$ cat src/rtl/srs_pkg.sv
package srs_pkg;
  typedef enum logic [1:0] {
    PH_IDLE  = 2'd0,
    PH_RUN   = 2'd1,
    PH_DRAIN = 2'd2,  // suspend accepted, latency running
    PH_HELD  = 2'd3   // suspended
  } phase_t;
endpackage

$ cat src/rtl/srs_op_timer.sv
module srs_op_timer #(
  parameter int CNT_W = 16
) (
  input  logic             clk_i,
  input  logic             rst_ni,
  input  logic             clear_i,
  input  logic             load_i,
  input  logic [CNT_W-1:0] load_val_i,
  input  logic             run_i,
  output logic [CNT_W-1:0] cnt_o,
  output logic             last_o
);
  localparam logic [CNT_W-1:0] ONE = CNT_W'(1);

  logic [CNT_W-1:0] cnt_q;

  always_ff @(posedge clk_i or negedge rst_ni) begin
    if (!rst_ni)                    cnt_q <= '0;
    else if (clear_i)               cnt_q <= '0;
    else if (load_i)                cnt_q <= load_val_i;
    else if (run_i && cnt_q != '0)  cnt_q <= cnt_q - ONE;
  end

  assign cnt_o  = cnt_q;
  assign last_o = run_i && (cnt_q == ONE);

  AST_RUN_NONZERO: assert property (@(posedge clk_i) disable iff (!rst_ni)
    run_i |-> cnt_q != '0);
endmodule

$ cat src/rtl/srs_lat_timer.sv
module srs_lat_timer #(
  parameter int SUSP_LAT = 4
) (
  input  logic clk_i,
  input  logic rst_ni,
  input  logic arm_i,
  input  logic cancel_i,
  output logic pend_o,
  output logic expire_o
);
  localparam int LAT_W = (SUSP_LAT > 1) ? $clog2(SUSP_LAT) : 1;
  localparam logic [LAT_W-1:0] LAT_INIT = LAT_W'(SUSP_LAT - 1);

  logic             pend_q;
  logic [LAT_W-1:0] lat_q;

  always_ff @(posedge clk_i or negedge rst_ni) begin
    if (!rst_ni) begin
      pend_q <= 1'b0;
      lat_q  <= '0;
    end else if (cancel_i) begin
      pend_q <= 1'b0;
      lat_q  <= '0;
    end else if (arm_i) begin
      pend_q <= 1'b1;
      lat_q  <= LAT_INIT;
    end else if (pend_q) begin
      if (lat_q == '0) pend_q <= 1'b0;
      else             lat_q  <= lat_q - LAT_W'(1);
    end
  end

  assign pend_o   = pend_q;
  assign expire_o = pend_q && (lat_q == '0);

  AST_NO_REARM: assert property (@(posedge clk_i) disable iff (!rst_ni)
    arm_i |-> !pend_q);
  AST_EXPIRE_ENDS: assert property (@(posedge clk_i) disable iff (!rst_ni)
    expire_o |=> !pend_q);
endmodule

$ cat src/rtl/srs_save_reg.sv
module srs_save_reg #(
  parameter int CNT_W = 16
) (
  input  logic             clk_i,
  input  logic             rst_ni,
  input  logic             clear_i,
  input  logic             cap_i,
  input  logic [CNT_W-1:0] val_i,
  output logic [CNT_W-1:0] saved_o
);
  logic [CNT_W-1:0] saved_q;

  always_ff @(posedge clk_i or negedge rst_ni) begin
    if (!rst_ni)      saved_q <= '0;
    else if (clear_i) saved_q <= '0;
    else if (cap_i)   saved_q <= val_i;
  end

  assign saved_o = saved_q;

  AST_SAVE_NONZERO: assert property (@(posedge clk_i) disable iff (!rst_ni)
    cap_i |-> val_i != '0);
endmodule

$ cat src/rtl/susp_resume_ctrl.sv
module susp_resume_ctrl
  import srs_pkg::*;
#(
  parameter int CNT_W    = 16,
  parameter int SUSP_LAT = 4
) (
  input  logic             clk_i,
  input  logic             rst_ni,
  input  logic             start_i,
  input  logic [CNT_W-1:0] start_cycles_i,
  input  logic             suspend_i,
  input  logic             resume_i,
  input  logic             power_loss_i,
  output logic             busy_o,
  output logic             sus_o,
  output logic             done_o,
  output logic [CNT_W-1:0] remaining_o
);
  localparam logic [CNT_W-1:0] ONE = CNT_W'(1);

  phase_t           phase_q, phase_d;
  logic             running, fin, expire, lat_pend;
  logic             start_ok, sus_ok, res_ok, hold_ok;
  logic [CNT_W-1:0] cnt, saved, load_val;
  logic             done_q;

  assign running  = (phase_q == PH_RUN) || (phase_q == PH_DRAIN);
  assign start_ok = !power_loss_i && start_i && (phase_q == PH_IDLE) && (start_cycles_i != '0);
  assign sus_ok   = !power_loss_i && suspend_i && (phase_q == PH_RUN) && !fin;
  assign res_ok   = !power_loss_i && resume_i && (phase_q == PH_HELD);
  // completion has priority over latency expiry
  assign hold_ok  = !power_loss_i && (phase_q == PH_DRAIN) && expire && !fin;
  assign load_val = res_ok ? saved : start_cycles_i;

  srs_op_timer #(.CNT_W(CNT_W)) u_timer (
    .clk_i      (clk_i),
    .rst_ni     (rst_ni),
    .clear_i    (power_loss_i),
    .load_i     (start_ok || res_ok),
    .load_val_i (load_val),
    .run_i      (running),
    .cnt_o      (cnt),
    .last_o     (fin)
  );

  srs_lat_timer #(.SUSP_LAT(SUSP_LAT)) u_lat (
    .clk_i    (clk_i),
    .rst_ni   (rst_ni),
    .arm_i    (sus_ok),
    .cancel_i (power_loss_i || fin),
    .pend_o   (lat_pend),
    .expire_o (expire)
  );

  srs_save_reg #(.CNT_W(CNT_W)) u_save (
    .clk_i   (clk_i),
    .rst_ni  (rst_ni),
    .clear_i (power_loss_i || res_ok),
    .cap_i   (hold_ok),
    .val_i   (cnt - ONE),
    .saved_o (saved)
  );

  always_comb begin
    phase_d = phase_q;
    if (power_loss_i) phase_d = PH_IDLE;
    else begin
      unique case (phase_q)
        PH_IDLE:  if (start_ok) phase_d = PH_RUN;
        PH_RUN:   if (fin) phase_d = PH_IDLE;
                  else if (sus_ok) phase_d = PH_DRAIN;
        PH_DRAIN: if (fin) phase_d = PH_IDLE;
                  else if (hold_ok) phase_d = PH_HELD;
        PH_HELD:  if (res_ok) phase_d = PH_RUN;
        default:  phase_d = PH_IDLE;
      endcase
    end
  end

  always_ff @(posedge clk_i or negedge rst_ni) begin
    if (!rst_ni) begin
      phase_q <= PH_IDLE;
      done_q  <= 1'b0;
    end else begin
      phase_q <= phase_d;
      done_q  <= fin && !power_loss_i;
    end
  end

  assign busy_o      = running;
  assign sus_o       = (phase_q == PH_HELD);
  assign done_o      = done_q;
  assign remaining_o = sus_o ? saved : cnt;

  AST_DRAIN_MATCH: assert property (@(posedge clk_i) disable iff (!rst_ni)
    (phase_q == PH_DRAIN) == lat_pend);
  AST_SUS_WITH_BUSY_FALL: assert property (@(posedge clk_i) disable iff (!rst_ni)
    $rose(sus_o) |-> $fell(busy_o));
  AST_NOT_BOTH: assert property (@(posedge clk_i) disable iff (!rst_ni)
    !(busy_o && sus_o));
  AST_HELD_FROZEN: assert property (@(posedge clk_i) disable iff (!rst_ni)
    sus_o && $past(sus_o) |-> $stable(remaining_o));
  AST_RESUME_BUSY: assert property (@(posedge clk_i) disable iff (!rst_ni)
    $fell(sus_o) && !$past(power_loss_i) |-> busy_o);
  AST_DONE_ON_FALL: assert property (@(posedge clk_i) disable iff (!rst_ni)
    done_o |-> !busy_o && !sus_o && $past(busy_o));
  AST_PWR_CLEAR: assert property (@(posedge clk_i) disable iff (!rst_ni)
    power_loss_i |=> !busy_o && !sus_o && remaining_o == '0);
  AST_IDLE_SUSPEND_NOP: assert property (@(posedge clk_i) disable iff (!rst_ni)
    suspend_i && !busy_o && !sus_o |=> !sus_o);
endmodule

$ cat config.mk
export PLATFORM = sky130hd
export DESIGN_NAME = susp_resume_ctrl
export DESIGN_NICKNAME = d
export VERILOG_FILES = /design/src/rtl/srs_pkg.sv /design/src/rtl/srs_op_timer.sv /design/src/rtl/srs_lat_timer.sv /design/src/rtl/srs_save_reg.sv /design/src/rtl/susp_resume_ctrl.sv
export SDC_FILE = /design/constraint.sdc
export NUM_CORES = 1
export LEC_CHECK = 0
export BUFFER_PORTS_ARGS = -buffer_cell sky130_fd_sc_hd__buf_2
export CAP_MARGIN = 25
export CELL_PAD_IN_SITES_DETAIL_PLACEMENT = 2
export CELL_PAD_IN_SITES_GLOBAL_PLACEMENT = 2
export CORE_ASPECT_RATIO = 1.25
export CORE_MARGIN = 5
export CORE_UTILIZATION = 35
export DETAILED_ROUTE_END_ITERATION = 8
export PLACE_DENSITY = 0.77
export SLEW_MARGIN = 20
export SYNTH_ARGS = -nofsm -noshare
export SYNTH_HDL_FRONTEND = slang
export SYNTH_SLANG_ARGS = --single-unit
export TNS_END_PERCENT = 5
$ cat constraint.sdc
create_clock -name clk_i -period 3.1 [get_ports clk_i]
set_clock_uncertainty 0.15 [all_clocks]
set_input_delay 0 -clock clk_i [delete_from_list [all_inputs] [get_ports clk_i]]
set_output_delay 0 -clock clk_i [all_outputs]
set_load 0.02 [all_outputs]
==> out/results.ini <==
[status]
outcome = complete, no violations

[yosys]
synth_area_leaders = dfrtp_1, mux2_2, o2bb2ai_1, nor2_1, a32o_1
yosysTopAreaCell = dfrtp_1
synthCells = 293
syn_area_mm2 = 0.002724
synth_edf_count = 0
yosysWarnings = 0
yosysTopAreaCellShare_pct = 34.91
synth-seq-cells = 38
synth_seq_area_share_pct = 34.91
ys.flop_type = dfrtp_1
synth_nets = 322
syn_avg_cell_area_um2 = 9.296
synth_cell_types = 59
async_reset_ff_share_pct = 100.0

[drt]
drt-total-wl_mm = 10.03
wl_per_cell_um = 22.69
dr_total_vias = 2672
drc_errors = 0
post_drt_via_cell_ratio = 6.045
dr.pass1.iters = 4
drt_iter0_drc = 79
drtAntennaViolNets = 0

[global_route]
grt_pass1_vias = 2954
grt_pass1_wl_mm = 16.07
gr-total-overflow = 0
track_usage_pct = 21.95
grt_start_max_net_pins = 39
antenna_found_initial = 0

[cells_and_area]
fillers = 856
final_common_cell = buf_2
antennaDiodeCount = 0
stdcell_count = 442
syn_to_final_growth_pct = 19.06
stdcell_area_mm2 = 0.003243
fin_nets = 375
layout-drive-gt1-share_pct = 27.95
final_cell_mix = buf_2, dfrtp_1, nor2_1

[pwr]
power_density_mw_per_mm2 = 1020
max-vdd-ir-drop_mv = 0.3681
leakage_nw = 1.451

[floorplanning]
boundaryPins = 41
die_w_um = 88.91
start_util_pct = 35.36
die_h_um = 108.6
fp-row-count = 36
die-area_mm2 = 0.009658
core_area_mm2 = 0.007702

[clocking]
cts_sinks = 38
htree_levels = 2
clk-insertion-delay-late_ns = 0.29
cts.repair.resized = 0
tritoncts = built
path_clk_slew_ns = 0.08
cts-buffers-inserted = 5
clockRootBuffer = clkbuf_8
cts_setup_buffers = 0
clk_path_buf_depth = 2

[place]
place_congestion = 0.8018
hpwl_mm = 7.315
place_inst = 429
place_area_mm2 = 0.003087
io_buffers = 40

[critical_path]
worstSetupStartpointType = register
critical_path.cell_chain = inv_1 -> ha_1 -> or4b_2 -> o41a_1 -> a2111oi_4 -> buf_4 -> nand2_1 -> o31ai_1
crit_type = register to register
crit_fanout = 6
timing.critical_path.slowest_stage_cell = or4b_2
cp_slowest_stage_delay_ns = 0.68
arrival_ns = 2.88
worstPathRequired_ns = 3.14
end_kind = register

[sta]
setup_viol = 0
finalHoldViolations = 0
maxSlewHeadroom_pct = 37.57
timing.final.crit_share_pct = 91.53
min_period_ns = 2.838
rsz0062_at_grt = false
drv_slew = 0
tightestPinTransition_ns = 0.9364
fmax_mhz = 352.4
setup-tns-final_ns = 0

[min_path]
hp-class = input pin to register

[flow_run]
cap_violations = 0

## repair_timing
item	CTS	global route
endpoints found under the setup margin	0	0
hold buffers	5	0
endpoints found under the hold margin	44	0
## logic make-up (layout without fill, tap and decap cells)
family	after synthesis	after routing	share of synthesized area, %
and+or+nand+nor	104	104	21.18
AOI/OAI and AO/OA	86	86	24.94
DFF	38	38	34.91
muxes	15	15	6.201
buffers and inverters	31	85	5.696
adders and majority gates	7	7	3.215
xor gates and xnor gates	12	12	3.858
## cell usage after synthesis (3+ instances only)
master     instances
a21oi_1           17
a221oi_1           3
a32o_1             9
buf_2              4
buf_6              4
clkbuf_1          10
dfrtp_1           38
ha_1               7
inv_1             11
mux2_2            15
nand2_1           18
nand3_1            4
nand4_1            4
nand4b_1           3
nor2_1            30
nor3_1             9
nor4_1             5
o21ai_0           14
o221ai_1           3
o2bb2ai_1         16
o31ai_1            3
or2_2              3
or3_1              4
or4_1              4
xnor2_1            5
xor2_1             7
## worst max-delay path, delay by kind of cell (launching register included)
kind	cells	cell delay (ns)
adders and majority gates	1	0.25
buffers and inverters	2	0.34
AOI/OAI and AO/OA	3	0.82
and+or+nand+nor	2	0.76
DFF	1	0.41
## metrics by stage
| step | setup slack [ns] | power (mW) | hold WS, ns | utilization, % |
|---|---|---|---|---|
| after floorplan | 0.4699 | 2.273 | -0.4456 | - |
| final | 0.2625 | 3.309 | 0.02005 | 42.11 |
| after global routing | 0.1437 | 3.561 | 0.06076 | 42.11 |
| after CTS | 0.3154 | 3.326 | 0.006035 | 42.11 |
| after global placement | 0.3926 | 2.797 | 0.02227 | 40.07 |
| after detailed placement | 0.3144 | 2.865 | 0.03819 | 40.07 |
## area by class of cell
| class | instances | area, um2 | area share [%] |
|---|---|---|---|
| Multi-Input combinational cell | 224 | 1618 | 49.88 |
| Inverter | 11 | 41.29 | 1.273 |
| Clock inverter | 1 | 30.03 | 0.9259 |
| Clock buffer | 7 | 76.32 | 2.353 |
| Timing Repair Buffer | 66 | 407.9 | 12.58 |
| Tap cell | 95 | 118.9 | 3.665 |
| Sequential cell | 38 | 950.9 | 29.32 |
## flip-flops by register name, indices dropped and copies added (netlist names)
register        count
u_save.saved_o     16
u_timer.cnt_o      16
phase_q             2
u_lat.lat_q         2
done_o              1
u_lat.pend_o        1
## routing by layer
layer / routed length [um] / global-route usage, % / part of all wire [%] / vias up
li1: - / - / - / 1212
met1: 4228 / 27.40 / 42 / 1384
met2: 5223 / 38.48 / 52 / 58
met3: 293 / 2.872 / 2.9 / 18
met4: 282 / 7.235 / 2.8 / 0
met5: 0 / 0 / 0 / -
## power by group
| part | switching (mW) | leakage [nW] | internal (mW) | total (mW) |
|---|---|---|---|---|
| combinational | 1.23 | 0.878 | 0.878 | 2.10 |
| clock | 0.194 | 0.0524 | 0.241 | 0.435 |
| sequential | 0.167 | 0.520 | 0.602 | 0.769 |
| total | 1.59 | 1.45 | 1.72 | 3.31 |
## worst paths after layout
check,startpoint,end,slack (ns),cells past startpoint
setup / recovery,u_timer.cnt_o[1],u_timer.cnt_o[0],0.26,8
max in group asynchronous,rst_ni,u_timer.cnt_o[8],2.01,2
min in group asynchronous,rst_ni,u_save.saved_o[3],0.22,2
setup reg to reg,u_timer.cnt_o[1],u_timer.cnt_o[0],0.26,8
hold / removal,start_cycles_i[15],u_timer.cnt_o[15],0.02,4
hold reg to reg,u_save.saved_o[4],u_save.saved_o[4],0.36,1
Note: power is estimated with default switching activity, not from simulation.
